[config.mk]
export PLATFORM = sky130hd
export DESIGN_NAME = dual_lane_adder
export DESIGN_NICKNAME = d
export VERILOG_FILES = /design/src/rtl/dla_pkg.sv /design/src/rtl/fixed_adder.sv /design/src/rtl/dla_operand_gate.sv /design/src/rtl/dla_lane_repair.sv /design/src/rtl/dual_lane_adder.sv
export SDC_FILE = /design/constraint.sdc
export NUM_CORES = 1
export LEC_CHECK = 0
export BUFFER_PORTS_ARGS = -buffer_cell sky130_fd_sc_hd__buf_4
export CELL_PAD_IN_SITES_DETAIL_PLACEMENT = 1
export CELL_PAD_IN_SITES_GLOBAL_PLACEMENT = 1
export CORE_ASPECT_RATIO = 1.75
export CORE_UTILIZATION = 30
export DETAILED_ROUTE_END_ITERATION = 8
export PLACE_DENSITY_LB_ADDON = 0.1
export SKIP_LAST_GASP = 1
export SLEW_MARGIN = 20
export SYNTH_ARGS = -nofsm -noshare
export SYNTH_HDL_FRONTEND = slang
export SYNTH_SLANG_ARGS = --single-unit
[constraint.sdc]
create_clock -name vclk -period 3.55
set_input_delay 0.355 -clock vclk [all_inputs]
set_output_delay 0.355 -clock vclk [all_outputs]
set_load 0.01 [all_outputs]
[src/rtl/dla_pkg.sv]
package dla_pkg;

  typedef enum logic {
    MODE_FUSED = 1'b0,
    MODE_SPLIT = 1'b1
  } dla_mode_e;

  // Sum bit of a one-bit full adder.
  function automatic logic xor3(input logic x, input logic y, input logic z);
    return x ^ y ^ z;
  endfunction

  // Carry of a one-bit full adder.
  function automatic logic maj3(input logic x, input logic y, input logic z);
    return (x & y) | ((x ^ y) & z);
  endfunction

  // Carry that entered a bit position, recovered from both operand bits and the sum bit there.
  function automatic logic carry_into(input logic opa, input logic opb, input logic sumbit);
    return opa ^ opb ^ sumbit;
  endfunction

endpackage

[src/rtl/fixed_adder.sv]
module fixed_adder #(
  parameter int W = 32
) (
  input  logic [W-1:0] add_a,
  input  logic [W-1:0] add_b,
  output logic [W-1:0] add_s,
  output logic         add_co
);
  // Plain binary adder, treated as untouchable by the wrapper.
  assign {add_co, add_s} = {1'b0, add_a} + {1'b0, add_b};
endmodule

[src/rtl/dla_operand_gate.sv]
module dla_operand_gate
  import dla_pkg::*;
#(
  parameter int LANE_W = 16
) (
  input  dla_mode_e              mode,
  input  logic [2*LANE_W-1:0]    opa,
  input  logic [2*LANE_W-1:0]    opb,
  output logic [2*LANE_W-1:0]    gated_a,
  output logic [2*LANE_W-1:0]    gated_b
);
  localparam int WORD_W = 2 * LANE_W;
  localparam int CUT    = LANE_W - 1;
  localparam logic [WORD_W-1:0] CUT_MASK = ~({{(WORD_W-1){1'b0}}, 1'b1} << CUT);

  logic [WORD_W-1:0] mask;

  always_comb begin
    mask    = (mode == MODE_SPLIT) ? CUT_MASK : '1;
    gated_a = opa & mask;
    gated_b = opb & mask;
  end
endmodule

[src/rtl/dla_lane_repair.sv]
module dla_lane_repair
  import dla_pkg::*;
#(
  parameter int LANE_W = 16
) (
  input  dla_mode_e            mode,
  input  logic                 a_cut_bit,
  input  logic                 b_cut_bit,
  input  logic                 a_hi_lsb,
  input  logic                 b_hi_lsb,
  input  logic [2*LANE_W-1:0]  raw_sum,
  input  logic                 raw_co,
  output logic [2*LANE_W-1:0]  fixed_sum,
  output logic                 lo_carry,
  output logic                 hi_carry,
  output logic                 bridge_carry
);
  localparam int CUT = LANE_W - 1;

  logic cut_carry_in;

  always_comb begin
    // The carry into the high lane, read back from the adder's output at bit LANE_W.
    bridge_carry = carry_into(a_hi_lsb, b_hi_lsb, raw_sum[LANE_W]);
    // With the cut bit cleared in both operands, the adder output there is the carry into it.
    cut_carry_in = raw_sum[CUT];
    fixed_sum    = raw_sum;
    hi_carry     = raw_co;
    if (mode == MODE_SPLIT) begin
      fixed_sum[CUT] = xor3(cut_carry_in, a_cut_bit, b_cut_bit);
      lo_carry       = maj3(a_cut_bit, b_cut_bit, cut_carry_in);
    end else begin
      lo_carry       = bridge_carry;
    end
  end

  always_comb begin
    if (mode == MODE_SPLIT)
      AST_NO_CROSS_CARRY: assert (bridge_carry == 1'b0) else $error("carry leaked into high lane");
  end
endmodule

[src/rtl/dual_lane_adder.sv]
module dual_lane_adder
  import dla_pkg::*;
#(
  parameter int LANE_W = 16
) (
  input  logic                 mode_i,
  input  logic [2*LANE_W-1:0]  a_i,
  input  logic [2*LANE_W-1:0]  b_i,
  output logic [2*LANE_W-1:0]  sum_o,
  output logic                 lo_carry_o,
  output logic                 hi_carry_o
);
  localparam int WORD_W = 2 * LANE_W;
  localparam int CUT    = LANE_W - 1;

  dla_mode_e         mode;
  logic [WORD_W-1:0] gated_a;
  logic [WORD_W-1:0] gated_b;
  logic [WORD_W-1:0] raw_sum;
  logic              raw_co;
  logic              bridge_carry;

  assign mode = dla_mode_e'(mode_i);

  dla_operand_gate #(.LANE_W(LANE_W)) u_gate (
    .mode    (mode),
    .opa     (a_i),
    .opb     (b_i),
    .gated_a (gated_a),
    .gated_b (gated_b)
  );

  fixed_adder #(.W(WORD_W)) u_core (
    .add_a  (gated_a),
    .add_b  (gated_b),
    .add_s  (raw_sum),
    .add_co (raw_co)
  );

  dla_lane_repair #(.LANE_W(LANE_W)) u_repair (
    .mode         (mode),
    .a_cut_bit    (a_i[CUT]),
    .b_cut_bit    (b_i[CUT]),
    .a_hi_lsb     (a_i[LANE_W]),
    .b_hi_lsb     (b_i[LANE_W]),
    .raw_sum      (raw_sum),
    .raw_co       (raw_co),
    .fixed_sum    (sum_o),
    .lo_carry     (lo_carry_o),
    .hi_carry     (hi_carry_o),
    .bridge_carry (bridge_carry)
  );

  // Lane arithmetic recomputed directly from the ports.
  logic [LANE_W:0]   chk_lo;
  logic [LANE_W:0]   chk_hi;
  logic [WORD_W:0]   chk_word;

  always_comb begin
    chk_lo   = {1'b0, a_i[LANE_W-1:0]} + {1'b0, b_i[LANE_W-1:0]};
    chk_hi   = {1'b0, a_i[WORD_W-1:LANE_W]} + {1'b0, b_i[WORD_W-1:LANE_W]};
    chk_word = {1'b0, a_i} + {1'b0, b_i};
    if (mode_i == 1'b0) begin
      AST_FUSED_WORD: assert ({hi_carry_o, sum_o} == chk_word) else $error("fused sum wrong");
      AST_FUSED_MID_CARRY: assert (lo_carry_o == chk_lo[LANE_W]) else $error("mid carry wrong");
    end else begin
      AST_LO_LANE_SUM: assert (sum_o[LANE_W-1:0] == chk_lo[LANE_W-1:0]) else $error("low lane wrong");
      AST_HI_LANE_SUM: assert (sum_o[WORD_W-1:LANE_W] == chk_hi[LANE_W-1:0]) else $error("high lane wrong");
      AST_LO_LANE_CARRY: assert (lo_carry_o == chk_lo[LANE_W]) else $error("low carry wrong");
      AST_HI_LANE_CARRY: assert (hi_carry_o == chk_hi[LANE_W]) else $error("high carry wrong");
    end
  end
endmodule

After elaboration in Yosys (flattened, before gate mapping):

Cells that the tools add are included.

* bits of input ports: 65
* logic and storage cells: 14
* output and inout port bits: 34
* bits in registers: 0

* bitwise gates (word level): 10
* $add $sub $neg: 1
* muxes and demuxes: 3

Operator list (count)
* bitwise AND 32 bit: 2
* adder 32 x 32 -> 33 bit: 1
* 2-to-1 mux 16 bit: 1
* bitwise XOR 1 bit: 5
* bitwise AND 1 bit: 2
* 2-to-1 mux 1 bit: 2
* OR 1 bit: 1

Longest topological paths before layout:

Gate-level depths: netlist (run 1).

* depth after elaboration: 6
* gate-level depth with buffers: 10
* depth with buffers taken out: 9

Modules after synthesis:

A second synthesis (run 1) with hierarchy kept.

* cell total of the unflattened synthesis: 376
* area, all modules: 2690.1 sq um

By module, submodules not included
* fixed_adder: area an instance 1901.8 sq um, cells each 274, seq. area each 0.0 sq um, instances 1
* dla_operand_gate: area an instance 478.0 sq um, cells each 64, seq. area each 0.0 sq um, instances 1
* dla_lane_repair: area an instance 310.3 sq um, cells each 38, seq. area each 0.0 sq um, instances 1

Least setup slack after synthesis (run 1):

OpenSTA, ideal clock, no wires.

* path type: input -> output
* from: input port a_i[3]
* to: output port sum_o[15]
* path buffers: 0
* setup slack: 0.769 ns
* stages on the path: 8
* required time: 3.195 ns
* arrival time: 2.426 ns
* cell sequence: ha_1 a21o_1 a21oi_2 a311oi_2 o31ai_4 xnor2_1 fa_1 mux2_1

* word-level cells in the longest chain between the ends: 5

RTL lines
* start, declared: line dual_lane_adder.sv:7 `input logic [2*LANE_W-1:0] a_i,`
* bitwise AND 32 bit *: line dla_operand_gate.sv:20 `gated_a = opa & mask;`
* adder 32 x 32 -> 33 bit *: line fixed_adder.sv:10 `assign {add_co, add_s} = {1'b0, add_a} + {1'b0, add_b};`
* bitwise XOR 1 bit (2 in series): line dla_pkg.sv:10 `return x ^ y ^ z;`
* 2-to-1 mux 1 bit *: line dla_lane_repair.sv:29 `if (mode == MODE_SPLIT) begin`
* end, declared: line dual_lane_adder.sv:9 `output logic [2*LANE_W-1:0] sum_o,`

Mark *: on every way between the ends. The rest lies on a longest branch, timed or not.

Worst setup path in the final report (run 1):

* from: input port a_i[0]
* to: output port hi_carry_o

* word-level cells in the longest chain between the ends: 2

RTL lines
* bitwise AND 32 bit: line dla_operand_gate.sv:20
* adder 32 x 32 -> 33 bit: line fixed_adder.sv:10
* end, declared: line dual_lane_adder.sv:11 `output logic hi_carry_o`

No other way between the ends.

==> summary.md, run 1 <==
| Metric | Value |
|---|---|
| Post-Syn Nets | `342` |
| LEAKAGE | `1.24 nW` |
| Max Slew Vio Count | `0` |
| Yosys cell types | `52` |
| Total of max-cap violations | `0` |
| Vias post-DR | `2218` |
| Sequential cell area | `0 sq um` |
| N_diodes | `0` |
| Die Wd | `60.8 microns` |
| Area grow syn2layout | `44.2%` |
| Critical setup path kind | `input port to primary output` |
| RSZ-0062 raised after global routing | `false` |
| CP endpoint kind | `primary output` |
| Hold Path Depth | `3` |
| Yosys Warn Count | `0` |
| Dpl ws | `0.326 ns` |
| Initial core utilization | `31.1%` |
| Setup crit start kind | `input port` |
| Routed len/inst | `15.8 microns` |
| Worst Path Max Fanout | `3` |
| Hold Slack | `1.03 ns` |
| Status | `finished, final reports clean` |
| DRT antenna net count | `0` |
| Gpl congestion | `0.905` |
| First-pass GRT wire length | `10300 microns` |
| Largest net degree at the start of global routing | `10` |
| Post-CTS Resized | `0` |
| Placed Cells | `410` |
| DRC viols | `0` |
| Final Non-Filler Cells | `410` |
| Worst Path Arrival | `2.86 ns` |
| HP Class | `input port to primary output` |
| Die area | `0.00637 sq mm` |
| Sequential cells | `0` |
| Fin crit share | `90.7%` |
| Final WL | `6470 microns` |
| Clk_buf instances | `0` |
| GRT Total Usage | `20.5%` |
| # nets final | `433` |
| Final min period | `3.22 ns` |
| Fmax | `311 MHz` |
| CP required | `3.19 ns` |
| Ratio of cells with drive above 1 in the final layout | `36.4%` |
| Initial DRC Count | `32` |
| Vias in the first global route | `2382` |
| Via density per instance | `5.41` |
| Drt first pass iters | `4` |
| Leading cell type in the layout, fill and taps excluded | `buf_4` |
| Cell Area, Synth | `0.00181 sq mm` |
| Setup_tns | `0 ns` |
| Post-CTS Setup Repair Bufs | `0` |
| Slew HR | `57.6%` |
| Power per cell area | `227 mW/mm^2` |
| Setup violations, final | `0` |
| Port bufs | `99` |
| Row count | `37` |
| HPWL after DPL | `5870 microns` |
| Core ar. | `0.00583 sq mm` |
| Final WS setup | `0.331 ns` |
| Most frequent cells in the layout | `99 x buf_4, 32 x ha_1, 31 x a21oi_1, 29 x nand2_1, 18 x xnor2_1` |
| Worst vdd ir | `0.0955 mV` |
| Average size of a mapped cell | `7.46 sq um` |
| Slew @ Worst Pin | `0.630 ns` |
| Seq/Total Area, Yosys | `0%` |
| WHS Endpoint | `sum_o[0]` |
| Num ports | `99` |
| Final Hold Vio Count | `0` |
| Post-Synthesis Cells | `243` |
| Initial antenna violation count | `0` |
| Hold_buf cts | `0` |
| Global route overflow | `0` |
| Die Y | `105 microns` |
| Hold Path Origin | `b_i[0]` |
[area by class of cell]
cell class                      count  area [sq um]
Fill cell                         775          3220
Multi-Input combinational cell    228          1750
Timing Repair Buffer               99           743
Tap cell                           78          97.6
Inverter                            5          18.8
[worst max path at each step]
stage	start	endpoint	slack (ns)	cells past startpoint
3_3_place_gp	a_i[10]	sum_o[15]	0.35	9
2_1_floorplan	a_i[3]	sum_o[15]	0.77	8
6_report	a_i[0]	hi_carry_o	0.33	11
4_1_cts	a_i[0]	hi_carry_o	0.32	11
5_1_grt	a_i[0]	hi_carry_o	0.23	11
3_5_place_dp	a_i[0]	hi_carry_o	0.33	11
[layer usage]
layer  GRT usage, %  part of all wire, %  vias up
li1               -                    -     1097
met1           16.6                   30     1047
met2           46.2                   64       60
met3           1.24                  3.7       14
met4           4.38                  3.0        0
met5              0                    0        -
[logic make-up after synthesis]
kind of cell,count (synthesis),synth area share [%]
xor+xnor,29,14.0
compound gates,92,38.7
buf+inv,15,3.24
mux,2,1.24
simple gates,71,18.5
fa+ha+maj,34,24.3
[report_power, final]
group | switching, W | internal, W
registers | 0 | 0
logic | 0.000303 | 0.000291
clock network | 0 | 0
[critical path: stages]
cell,delay (ns)
buf_4,0.11
ha_1,0.22
fa_1,0.44
a211oi_2,0.33
o211ai_2,0.13
a41oi_2,0.27
o21a_2,0.25
o31ai_4,0.10
a221o_1,0.31
a21o_1,0.19
buf_4,0.14
[cell usage after synthesis, types with 2 or more instances]
master     n  area, sq um
o21a_1     4         30.0
nor2_1    11         41.3
nand2_1   29          109
a21o_1     9         67.6
nand4_1    6         37.5
o211ai_2   2         25.0
inv_1      5         18.8
nand2b_1   2         12.5
nor3_1     3         15.0
ha_1      32          400
a21oi_2    2         17.5
o31ai_1    2         15.0
fa_1       2         40.0
a31oi_1    2         12.5
xor2_1    11         96.3
a21oi_1   31          155
and2_1     4         25.0
o31ai_4    2         42.5
xnor2_1   18          158
o21ai_2    2         17.5
o21ai_1    5         25.0
nand3_1    9         45.0
o21ai_0   10         50.1
a31oi_2    2         25.0
clkbuf_1   8         30.0
o21bai_1   2         15.0
nor2b_1    3         18.8
[metrics by stage]
stage | util [%] | cell area [sq um] | power (W)
after detailed placement | 44.8 | 2610 | 0.000599
after floorplan | - | 1810 | 0.000344
after global placement | 44.8 | 2610 | 0.000591
after CTS | 44.8 | 2610 | 0.000603
final | 44.8 | 2610 | 0.000594
after global routing | 44.8 | 2610 | 0.000649
No activity file was read; power rests on OpenSTA's default activity.
==> run 2: changes to the inputs <==
--- a/config.mk
+++ b/config.mk
@@ -9,7 +9,7 @@
 export CELL_PAD_IN_SITES_DETAIL_PLACEMENT = 1
 export CELL_PAD_IN_SITES_GLOBAL_PLACEMENT = 1
 export CORE_ASPECT_RATIO = 1.75
-export CORE_UTILIZATION = 30
+export CORE_UTILIZATION = 29
 export DETAILED_ROUTE_END_ITERATION = 8
 export PLACE_DENSITY_LB_ADDON = 0.1
 export SKIP_LAST_GASP = 1
==> constraint.sdc (replaced) <==
create_clock -name vclk -period 2.73
set_input_delay 0.273 -clock vclk [all_inputs]
set_output_delay 0.273 -clock vclk [all_outputs]
set_load 0.01 [all_outputs]
==> run 2 against run 1 <==
The flow now finishes with violations (negative setup slack); combinational power is 61% higher; critical endpoint is now sum_o[15]; largest power group unchanged; largest cell class unchanged; flip-flop and latch count stayed put; first-iteration DRC count up 34%.
==> summary.md, run 2 (synthesis results as in run 1) <==
| Metric | Value |
|---|---|
| CP endpoint kind | `primary output` |
| # nets final | `485` |
| Initial DRC Count | `43` |
| Hold Path Origin | `a_i[0]` |
| Sequential cell area | `0 sq um` |
| Initial antenna violation count | `0` |
| Setup_tns | `-0.137 ns` |
| Gpl congestion | `0.807` |
| Total power | `0.000954 W` |
| Largest net degree at the start of global routing | `10` |
| Num ports | `99` |
| Fin crit share | `103%` |
| N_diodes | `0` |
| Most frequent cells in the layout | `140 x buf_4, 29 x nand2_1, 28 x a21oi_1, 22 x ha_1, 16 x xnor2_1` |
| Max Slew Vio Count | `0` |
| Post-route cell area | `0.00325 sq mm` |
| Core ar. | `0.00597 sq mm` |
| Fmax | `356 MHz` |
| Initial core utilization | `30.4%` |
| Total of max-cap violations | `0` |
| LEAKAGE | `1.52 nW` |
| Failing checks | `negative setup slack` |
| Critical setup path kind | `input port to primary output` |
| Drt first pass iters | `4` |
| Hold Path Depth | `3` |
| Setup crit start kind | `input port` |
| Die Y | `107 microns` |
| DRC viols | `0` |
| Area grow syn2layout | `79.5%` |
| Leading cell type in the layout, fill and taps excluded | `buf_4` |
| HPWL after DPL | `5980 microns` |
| CP required | `2.46 ns` |
| Slew HR | `75.5%` |
| Port bufs | `99` |
| RSZ-0062 raised after global routing | `true` |
| Final Hold Vio Count | `0` |
| DRT antenna net count | `0` |
| Final WS setup | `-0.0766 ns` |
| Final WL | `7640 microns` |
| Clk_buf instances | `0` |
| GRT Total Usage | `22.0%` |
| First-pass GRT wire length | `11200 microns` |
| Sequential cells | `0` |
| Instance area at placement | `0.00287 sq mm` |
| Setup violations, final | `2` |
| Final min period | `2.81 ns` |
| Vias post-DR | `2429` |
| Worst vdd ir | `0.118 mV` |
| Routed len/inst | `16.5 microns` |
| Row count | `37` |
| Slew @ Worst Pin | `0.365 ns` |
| CP Launch Point | `a_i[1]` |
| Die area | `0.00658 sq mm` |
| Status | `finished, violations left` |
| Via density per instance | `5.26` |
| Power per cell area | `293 mW/mm^2` |
| Die Wd | `61.8 microns` |
| Vias in the first global route | `2541` |
| Hold Slack | `0.836 ns` |
| HP Class | `input port to primary output` |
| Global route overflow | `0` |
| Worst Path Arrival | `2.53 ns` |
| Ratio of cells with drive above 1 in the final layout | `50.5%` |
| Worst Path Max Fanout | `2` |
-- run 2: changes by cell type in the layout (fill, tap and decap cells not counted), sizes merged --
cell	before	now
buf	99	151
-- run 2: stage by stage --
stage	setup slack [ns]	util, %	std cells
after floorplan	0.113	-	243
after global placement	-0.216	48.0	444
after detailed placement	-0.280	48.0	444
after CTS	-0.0906	52.2	455
after global routing	-0.162	54.5	462
final	-0.0766	54.5	462
-- run 2: final timing paths --
path	to	slack, ns
worst max-delay path	sum_o[15]	-0.08
worst min-delay path	sum_o[0]	0.84
-- run 2: critical path: stages --
cell and delay [ns]:
buf_8 0.10, ha_4 0.26, a21oi_4 0.05, nand4b_1 0.22, a311oi_2 0.36, buf_4 0.19, o31ai_4 0.06, xnor2_2 0.19
fa_1 0.44, mux2_4 0.27, buf_6 0.12
-- run 2: power breakdown --
group	internal, W	switching [W]
Sequential	0	0
Clock	0	0
Combinational	0.000502	0.000452
-- run 2: timing repair --
action | in CTS | in global routing
pin swaps | 15 | 29
buffers inserted | 11 | 9
endpoints found under the setup margin | 11 | 12
resized for setup | 25 | 14
hold buffers | 0 | 0
cloned | 0 | 0
-- run 2: layer usage --
metal / track usage (%) / part of all wire [%] / up-vias
li1: - / - / 1195
met1: 20.1 / 33 / 1155
met2: 48.2 / 63 / 65
met3: 0.121 / 2.0 / 14
met4: 4.13 / 2.7 / 0
met5: 0 / 0 / -
-- run 2: layout make-up --
cell class | count | area (sq um)
fill | 735 | 2720
multi-input combinational | 228 | 1960
timing repair buffer | 151 | 1180
tap | 78 | 97.6
inverter | 5 | 18.8
==> run 3: changes to the inputs <==
--- a/config.mk
+++ b/config.mk
@@ -9,11 +9,12 @@
 export CELL_PAD_IN_SITES_DETAIL_PLACEMENT = 1
 export CELL_PAD_IN_SITES_GLOBAL_PLACEMENT = 1
 export CORE_ASPECT_RATIO = 1.75
-export CORE_UTILIZATION = 29
+export CORE_UTILIZATION = 30
 export DETAILED_ROUTE_END_ITERATION = 8
 export PLACE_DENSITY_LB_ADDON = 0.1
 export SKIP_LAST_GASP = 1
 export SLEW_MARGIN = 20
 export SYNTH_ARGS = -nofsm -noshare
 export SYNTH_HDL_FRONTEND = slang
+export SYNTH_HIERARCHICAL = 1
 export SYNTH_SLANG_ARGS = --single-unit
==> run 3 against run 2 <==
The flow now finishes without violations; cell area increased by 10%; critical path depth is 1 lower; worst setup slack better by 0.13 ns; hold slack improved by 0.018 ns; first-iteration DRC count down 53%; sequential share of layout area stayed put.
==> summary.md, run 3 <==
| Metric | Value |
|---|---|
| Yosys Warn Count | `6` |
| # nets final | `539` |
| Fin crit share | `98.1%` |
| Row count | `45` |
| Power per cell area | `289 mW/mm^2` |
| CP bufs+invs | `2` |
| Worst path slowest cell | `fa_1` |
| Total of max-cap violations | `0` |
| Cell Area, Synth | `0.00269 sq mm` |
| HPWL after DPL | `7430 microns` |
| Routed len/inst | `15.0 microns` |
| Worst Path Max Fanout | `4` |
| Clk_buf instances | `0` |
| Instance area at placement | `0.00331 sq mm` |
| Largest net degree at the start of global routing | `10` |
| Final WL | `8320 microns` |
| Worst vdd ir | `0.104 mV` |
| First-pass GRT wire length | `13000 microns` |
| Sequential cell area | `0 sq um` |
| Critical path's top delay family | `adder cells` |
| Top Layer Used | `met4` |
| Most frequent cells in the layout | `165 x buf_4, 32 x a21oi_1, 23 x ha_1, 21 x nand2_1, 17 x nor2_1` |
| Die area | `0.00935 sq mm` |
| Status | `finished, final reports clean` |
| Area grow syn2layout | `33.9%` |
| Initial core utilization | `31.0%` |
| Critical setup path kind | `input port to primary output` |
| Post-route cell area | `0.00360 sq mm` |
| Average size of a mapped cell | `7.16 sq um` |
| Vias post-DR | `2746` |
| WHS Endpoint | `sum_o[0]` |
| Slew @ Worst Pin | `0.413 ns` |
| CP required | `2.46 ns` |
| Setup crit start kind | `input port` |
| Final Hold Vio Count | `0` |
| Combinational Power Share | `100.0%` |
| Hold Path Depth | `3` |
| DRT antenna net count | `0` |
| Post-Syn Nets | `474` |
| Crit path top cell by count | `buf_4` |
| Hold Path Origin | `b_i[0]` |
| Setup violations, final | `0` |
| Initial antenna violation count | `0` |
| CP endpoint kind | `primary output` |
| Drt first pass iters | `3` |
| Num ports | `99` |
| WL met3 | `165 microns` |
| Final min period | `2.68 ns` |
| GRT Total Usage | `17.4%` |
| Initial DRC Count | `20` |
| Via density per instance | `4.95` |
| Sequential cells | `0` |
| CP cell instances | `buf_4, ha_4, nand4_1, o22ai_2, nor4_2, a21o_1, xnor2_2, fa_1, mux2_4, buf_4` |
| Max incr delay on CP | `0.43 ns` |
| Die Y | `127 microns` |
| Max Slew Vio Count | `0` |
| N_diodes | `0` |
| DR WL met2 | `5340 microns` |
| HP Class | `input port to primary output` |
| DRC viols | `0` |
| Seq pwr share | `0%` |
| Hold Slack | `0.854 ns` |
| Fmax | `373 MHz` |
| Metal-1 WL | `2710 microns` |
| Vias in the first global route | `2825` |
| Global route overflow | `0` |
| Core ar. | `0.00867 sq mm` |
| Sw frac | `46.6%` |
| Clock power frac | `0%` |
| Leading cell type in the layout, fill and taps excluded | `buf_4` |
| Worst Path Arrival | `2.40 ns` |
| Post-Synthesis Cells | `375` |
| Slew HR | `72.2%` |
| RSZ-0062 raised after global routing | `true` |
| Gpl congestion | `0.866` |
| Port bufs | `99` |
| Ratio of cells with drive above 1 in the final layout | `48.9%` |
| Int Pwr | `0.000554 W` |
| LEAKAGE | `1.71 nW` |
| Die Wd | `73.5 microns` |
| Fin util | `41.5%` |
| Switch Pwr | `0.000483 W` |
==> run 3: changes by cell type in the layout (fill, tap and decap cells not counted), moves of 4 or more <==
cell	change
a21oi_1	+4
and3_1	+5
buf_4	+25
buf_6	-8
nand2_1	-8
nand3_1	+5
o211ai_1	+4
a211oi_1	+7
nor2_1	+7
a21o_1	+4
nand4_1	-4
o21ai_1	-4
==> run 3: power groups by stage <==
stage	Combinational, W	Clock, W	Sequential, W
4_1_cts	0.000992	0	0
3_3_place_gp	0.000963	0	0
3_5_place_dp	0.000971	0	0
2_1_floorplan	0.000687	0	0
6_report	0.00104	0	0
5_1_grt	0.00113	0	0
==> run 3: timing repair <==
item | CTS | global route
buffers inserted | 2 | 1
setup endpoints to repair | 9 | 10
gates resized for setup | 8 | 35
pin swaps | 4 | 15
endpoints found under the hold margin | 0 | 0
hold buffers | 0 | 0
==> run 3: per-stage QoR <==
stage / cells / setup TNS [ns] / power [W] / worst slack, ns
6_report: 555 / 0 / 0.00104 / 0.0521
5_1_grt: 555 / -0.116 / 0.00113 / -0.0576
4_1_cts: 555 / -0.116 / 0.000992 / -0.116
3_5_place_dp: 553 / -0.960 / 0.000971 / -0.273
3_3_place_gp: 553 / -0.694 / 0.000963 / -0.223
2_1_floorplan: 375 / 0 / 0.000687 / 0.0230
==> run 3: worst min-delay path: stages <==
cell and delay, ns:
buf_4 0.09, ha_4 0.11, buf_4 0.11
==> run 3: cell type report <==
| type | count | area [sq um] |
|---|---|---|
| multi-input combinational | 264 | 2170 |
| tap | 117 | 146 |
| fill | 1120 | 5070 |
| inverter | 8 | 30.0 |
| timing repair buffer | 166 | 1250 |
==> run 3: worst max-delay path by stage <==
stage,start,endpoint,cells past startpoint
after floorplan,a_i[0],lo_carry_o,10
after global placement,a_i[8],sum_o[15],10
after detailed placement,a_i[8],sum_o[15],10
after CTS,a_i[8],sum_o[15],11
after global routing,b_i[9],sum_o[15],10
final,a_i[10],sum_o[15],10
==> run 3: routing by layer <==
| layer | global-route usage [%] | up-vias |
|---|---|---|
| met3 | 0.0789 | 6 |
| met2 | 40.5 | 50 |
| li1 | - | 1385 |
| met1 | 15.7 | 1305 |
| met5 | 0 | - |
| met4 | 1.24 | 0 |
